`config.mk`:
```
export PLATFORM = sky130hd
export DESIGN_NAME = masked_cam
export DESIGN_NICKNAME = d
export VERILOG_FILES = /design/src/rtl/cam_pkg.sv /design/src/rtl/cam_ctrl.sv /design/src/rtl/cam_data.sv /design/src/rtl/masked_cam.sv
export SDC_FILE = /design/constraint.sdc
export NUM_CORES = 2
export LEC_CHECK = 0
export BUFFER_PORTS_ARGS = -buffer_cell sky130_fd_sc_hd__buf_4
export CORE_MARGIN = 2
export CORE_UTILIZATION = 40
export CTS_BUF_LIST = sky130_fd_sc_hd__clkbuf_4 sky130_fd_sc_hd__clkbuf_8 sky130_fd_sc_hd__clkbuf_16
export DETAILED_ROUTE_END_ITERATION = 10
export GPL_ROUTABILITY_DRIVEN = 0
export PLACE_DENSITY = 0.53
export SLEW_MARGIN = 20
export SYNTH_ARGS = -nofsm -noshare
export SYNTH_HDL_FRONTEND = slang
export SYNTH_SLANG_ARGS = --single-unit
```
`constraint.sdc`:
```
create_clock -name clk -period 62.5 [get_ports clk]
set_clock_uncertainty 0.15 [all_clocks]
set_input_delay 12.5 -clock clk [delete_from_list [all_inputs] [get_ports clk]]
set_output_delay 12.5 -clock clk [all_outputs]
set_load 0.05 [all_outputs]
```
`src/rtl/cam_pkg.sv`:
```
package cam_pkg;

  typedef enum logic [2:0] {
    OP_EQ  = 3'd0,
    OP_LT  = 3'd1,
    OP_GT  = 3'd2,
    OP_NLO = 3'd3,
    OP_NHI = 3'd4
  } camOpE;

  typedef struct packed {
    logic search;
    logic selEq;
    logic selLt;
    logic selGt;
    logic selNlo;
    logic selNhi;
    logic write;
  } camStrobesT;

endpackage

```
`src/rtl/cam_ctrl.sv`:
```
module cam_ctrl
  import cam_pkg::*;
(
  input  logic       srchValid,
  input  logic [2:0] srchOp,
  input  logic       wrEn,
  output camStrobesT strb
);

  always_comb begin
    strb        = '0;
    strb.search = srchValid;
    strb.write  = wrEn;
    if (srchValid) begin
      case (srchOp)
        OP_EQ:   strb.selEq  = 1'b1;
        OP_LT:   strb.selLt  = 1'b1;
        OP_GT:   strb.selGt  = 1'b1;
        OP_NLO:  strb.selNlo = 1'b1;
        OP_NHI:  strb.selNhi = 1'b1;
        default: ;
      endcase
    end
  end

endmodule

```
`src/rtl/cam_data.sv`:
```
module cam_data
  import cam_pkg::*;
#(
  parameter int DEPTH = 16,
  parameter int WIDTH = 16,
  localparam int IDXW = $clog2(DEPTH)
) (
  input  logic             clk,
  input  logic             rstN,
  input  camStrobesT       strb,
  input  logic [IDXW-1:0]  wrAddr,
  input  logic [WIDTH-1:0] wrData,
  input  logic             wrValid,
  input  logic [WIDTH-1:0] key,
  input  logic [WIDTH-1:0] mask,
  output logic [DEPTH-1:0] matchVec,
  output logic [WIDTH-1:0] selWord,
  output logic             found
);

  logic [WIDTH-1:0] memData [DEPTH];
  logic [DEPTH-1:0] memValid;
  logic [WIDTH-1:0] entMask [DEPTH];
  logic [WIDTH-1:0] keyMask;
  logic [DEPTH-1:0] hitEq, hitLt, hitGt;

  assign keyMask = key & mask;

  // Parallel per-entry comparators
  for (genvar g = 0; g < DEPTH; g++) begin : gCmp
    assign entMask[g] = memData[g] & mask;
    assign hitEq[g]   = memValid[g] && (entMask[g] == keyMask);
    assign hitLt[g]   = memValid[g] && (entMask[g] <  keyMask);
    assign hitGt[g]   = memValid[g] && (entMask[g] >  keyMask);
  end

  // Nearest-neighbour reduction; strict compare keeps lowest index on ties
  logic            nloHave, nhiHave;
  logic [IDXW-1:0] nloIdx, nhiIdx;
  logic [WIDTH-1:0] nloVal, nhiVal;

  always_comb begin
    nloHave = 1'b0; nloIdx = '0; nloVal = '0;
    nhiHave = 1'b0; nhiIdx = '0; nhiVal = '0;
    for (int i = 0; i < DEPTH; i++) begin
      if (hitLt[i] && (!nloHave || entMask[i] > nloVal)) begin
        nloHave = 1'b1; nloIdx = IDXW'(i); nloVal = entMask[i];
      end
      if (hitGt[i] && (!nhiHave || entMask[i] < nhiVal)) begin
        nhiHave = 1'b1; nhiIdx = IDXW'(i); nhiVal = entMask[i];
      end
    end
  end

  logic [DEPTH-1:0] nextVec;
  always_comb begin
    nextVec = '0;
    if (strb.selEq)       nextVec = hitEq;
    else if (strb.selLt)  nextVec = hitLt;
    else if (strb.selGt)  nextVec = hitGt;
    else if (strb.selNlo) nextVec = nloHave ? (DEPTH'(1) << nloIdx) : '0;
    else if (strb.selNhi) nextVec = nhiHave ? (DEPTH'(1) << nhiIdx) : '0;
  end

  // Lowest-index priority pick for the returned word
  logic [IDXW-1:0]  pickIdx;
  logic [WIDTH-1:0] nextWord;
  always_comb begin
    pickIdx = '0;
    for (int i = DEPTH - 1; i >= 0; i--) begin
      if (nextVec[i]) pickIdx = IDXW'(i);
    end
    nextWord = (|nextVec) ? memData[pickIdx] : '0;
  end

  always_ff @(posedge clk) begin
    if (!rstN) begin
      memValid <= '0;
      matchVec <= '0;
      selWord  <= '0;
      found    <= 1'b0;
    end else begin
      if (strb.search) begin
        matchVec <= nextVec;
        selWord  <= nextWord;
        found    <= |nextVec;
      end
      if (strb.write) memValid[wrAddr] <= wrValid;
    end
  end

  always_ff @(posedge clk) begin
    if (strb.write) memData[wrAddr] <= wrData;
  end

  // nearest searches report at most one entry
  p_nearest_onehot_r6: assert property (@(posedge clk) disable iff (!rstN)
    (strb.search && (strb.selNlo || strb.selNhi)) |=> $onehot0(matchVec));

  // flag agrees with the vector
  p_found_flag_r8: assert property (@(posedge clk) disable iff (!rstN)
    found == (matchVec != '0));

  // results hold without a search
  p_hold_r9: assert property (@(posedge clk) disable iff (!rstN)
    !strb.search |=> ($stable(matchVec) && $stable(selWord) && $stable(found)));

  // no hit on an entry that was invalid when searched
  p_invalid_never_r2: assert property (@(posedge clk) disable iff (!rstN)
    strb.search |=> ((matchVec & ~$past(memValid)) == '0));

  // unused op codes give an empty result
  p_bad_op_r11: assert property (@(posedge clk) disable iff (!rstN)
    (strb.search && !(strb.selEq || strb.selLt || strb.selGt || strb.selNlo || strb.selNhi))
    |=> (matchVec == '0 && !found && selWord == '0));

endmodule

```
`src/rtl/masked_cam.sv`:
```
module masked_cam
  import cam_pkg::*;
#(
  parameter int DEPTH = 16,
  parameter int WIDTH = 16,
  localparam int IDXW = $clog2(DEPTH)
) (
  input  logic             clk,
  input  logic             rstN,
  input  logic             wrEn,
  input  logic [IDXW-1:0]  wrAddr,
  input  logic [WIDTH-1:0] wrData,
  input  logic             wrValid,
  input  logic             srchValid,
  input  logic [2:0]       srchOp,
  input  logic [WIDTH-1:0] srchKey,
  input  logic [WIDTH-1:0] srchMask,
  output logic [DEPTH-1:0] hitVec,
  output logic [WIDTH-1:0] hitWord,
  output logic             hitAny
);

  camStrobesT strb;

  cam_ctrl i_ctrl (
    .srchValid (srchValid),
    .srchOp    (srchOp),
    .wrEn      (wrEn),
    .strb      (strb)
  );

  cam_data #(.DEPTH(DEPTH), .WIDTH(WIDTH)) i_data (
    .clk      (clk),
    .rstN     (rstN),
    .strb     (strb),
    .wrAddr   (wrAddr),
    .wrData   (wrData),
    .wrValid  (wrValid),
    .key      (srchKey),
    .mask     (srchMask),
    .matchVec (hitVec),
    .selWord  (hitWord),
    .found    (hitAny)
  );

endmodule

```
==> metrics.txt <==
Mapped Cells 4189; largest net degree at the start of global routing 51; CP delay by family, top compound AO/OA/AOI/OAI gates; CP max FO 34; die height just over 300 µm; IO Port Bufs 92; Longest Clk Path Bufs 3; Final Hold Viols 0; Post-Syn Area around 0.037 mm²; Max Clk Rate 16.8 MHz; CTS Hold Bufs 0; Post-CTS Setup Inserts 0; Least-Margin Pin Slew roughly 1200 ps; Die ar. about 0.096 mm²; CTS Sinks around 300; YS warnings 0; Ports 93; Final Util approximately 44%; Crit. End Element register; FP Rows 112; Main synth FF type edfxtp_1; max_slew headroom approximately 17%; drt total wl approximately 180 mm; top cells by count, synth 720 x ha_1, 457 x nand2_1, 291 x mux2_2, 262 x inv_1, 260 x a21oi_1; setup TNS 0 ps; Resize count post-CTS 0; reported max-cap violation count 0; grt total ovfl 0; Yosys cell types 97; area grow syn2layout 9.35%; slowest stage cell, crit path o31a_1; Leak 0.0186 µW; Die X slightly above 300 µm; H-tree depth 2; main area contributors after synthesis ha_1 24%, edfxtp_1 21%, mux2_2 8.7%, nand2_1 4.6%, mux2i_1 4.4%; Core Region between 0.09 and 0.1 mm²; final setup vio count 0; worst hold-check path type register to register; Max Slew Vio Count 0; Vias/cell around 6.5; top cell type's share of synthesized area ~24%; Yosys reg bits 305; Req. time, crit path between 60000 and 70000 ps; Clock Power Share around 36%; fillers slightly above 9000; Mapped Nets a little under 5000; net count reported at finish slightly above 5000; period utilization 95.5%; CP peak stage delay 750 ps; internal power 398 µW; TritonCTS clock tree done; post-route ant nets 0; First-pass DRT Iterations 8; Post-Synth Simple-Gate Area 15.8%; register area share after synthesis around 23%; Combinational Power Share roughly 27%; CP most frequent cell a21o_1; area leader, netlist ha_1; pwr dens 14.7 mW/mm²; DRC viols 0; Tmin final between 50000 and 60000 ps; Reg2Reg Setup Slack around 15000 ps; layout cells sized above 1 between 10% and 20%; DP HPWL between 100 and 150 mm; Clock Root Buffer clkbuf_16; critical path class input pin to register; CP bufs+invs 8; RSZ-0062 raised after global routing false; Clk Latency, worst-skew pair 610 ps; Switching Power between 200 and 250 µW; Seq pwr share roughly 38%; DRT iter0 DRCs approximately 5500; Avg WL per Cell approximately 33 µm; first-pass GRT wire length around 250 mm; Switching Fraction about 34%; count leader, synth ha_1; arrival time worst endpoint around 60000 ps; total number of vias ~36000; Starting Density about two fifths; Max IR drop VDD 27.0 µV; Critical Path Start Type input pin; Num CTS Buffers 36; via count of the first global-routing pass roughly 33000; synthesized area per cell approximately 8.9 µm²; status complete, no violations; Synth Area in Adders about 24%; fraction of synthesized area in multiplexers between 10% and 20%; Synth Area in Compound Gates between 10% and 20%; main combinational cell family by area after synthesis adder cells; clock-pin slew on the worst setup and hold paths roughly 60 ps; Synth Area in XOR/XNOR less than 1%; initial antenna violation count 12; Post-synth EDFFs between 200 and 300; global-route usage over all layers a little under two fifths; Post-synth ARST share 0%
[power groups by stage]
stage               sequential (µW)  clock [µW]  combinational, µW
floorplan                       231           0               94.9
global placement                231           0                155
finish                          227         214                162
global route                    227         220                173
CTS                             227         212                156
detailed placement              231           0                155
[worst paths after layout]
path,start,to,cells past startpoint
worst max-delay path,srchMask[15],i_data.selWord[0],202
worst min-delay path,i_data.matchVec[15],i_data.matchVec[15],2
worst max register to register,i_data.memData[0][11],i_data.selWord[0],201
worst min register to register,i_data.matchVec[15],i_data.matchVec[15],2
[final cells by class]
cell class,count,area (µm²),share of cell area [%]
multi-input cells,3491,27300,66.7
clock buffers,45,981,2.39
flip-flops and latches,305,8670,21.2
clock inverters,19,191,0.467
repair buffers,163,1240,3.02
well taps,1254,1570,3.83
inverters,265,995,2.43
diodes,2,5.00,0.0122
[worst register-to-register path, delay by kind of cell (launching register included)]
kind                       cells  cell delay, ps
AOI/OAI and AO/OA            130           28390
adders and majority gates     16            4890
buffers and inverters          7            2110
DFF                            1             390
muxes                         12            4500
and+or+nand+nor               36            7140
[kinds of logic (layout without fill, tap and decap cells)]
| group | count (synthesis) | count (layout) |
|---|---|---|
| buf+inv | 393 | 492 |
| flops | 305 | 305 |
| fa+ha+maj | 720 | 720 |
| xor+xnor | 1 | 1 |
| compound gates | 1094 | 1094 |
| simple gates | 1219 | 1219 |
| other cells | 0 | 2 |
| mux | 457 | 457 |
[through the flow]
stage / hold WS (ps) / area [µm²] / worst slack (ps) / power [µW] / std cells
2_1_floorplan: 320 / 37500 / 9110 / 325 / 4189
3_3_place_gp: 316 / 39800 / 3850 / 386 / 5478
3_5_place_dp: 320 / 39800 / 3240 / 386 / 5478
4_1_cts: 329 / 41000 / 3690 / 595 / 5542
5_1_grt: 345 / 41000 / 17.0 / 620 / 5543
6_report: 328 / 41000 / 2800 / 602 / 5544
[registers in the layout (all words and copies together), names as in the netlist]
register	count
i_data.memData	256
i_data.matchVec	16
i_data.memValid	16
i_data.selWord	16
i_data.found	1
[placed cells by master (no fill, tap or decap), types with 37 or more instances in the layout]
cell type  count
nand3_1       79
edfxtp_1     256
nor2_1       203
nand2_1      456
inv_1        262
o21ai_0      191
ha_1         720
dfxtp_1       49
nand2b_1      37
mux2_2       291
o21a_1       106
a21boi_0      37
a22oi_1       53
buf_4        162
mux2i_1      166
nand4_1      146
a21o_1       182
and2_1       102
nor2b_1       73
a21oi_1      255
[routing by layer]
layer / up-vias / global-route usage (%) / part of all wire, %
li1: 15900 / - / -
met1: 17300 / 51.5 / 41
met2: 2326 / 55.8 / 42
met3: 389 / 7.10 / 11
met4: 6 / 18.6 / 5.9
met5: - / 0 / 0.047
Note: power is estimated with default switching activity, not from simulation.
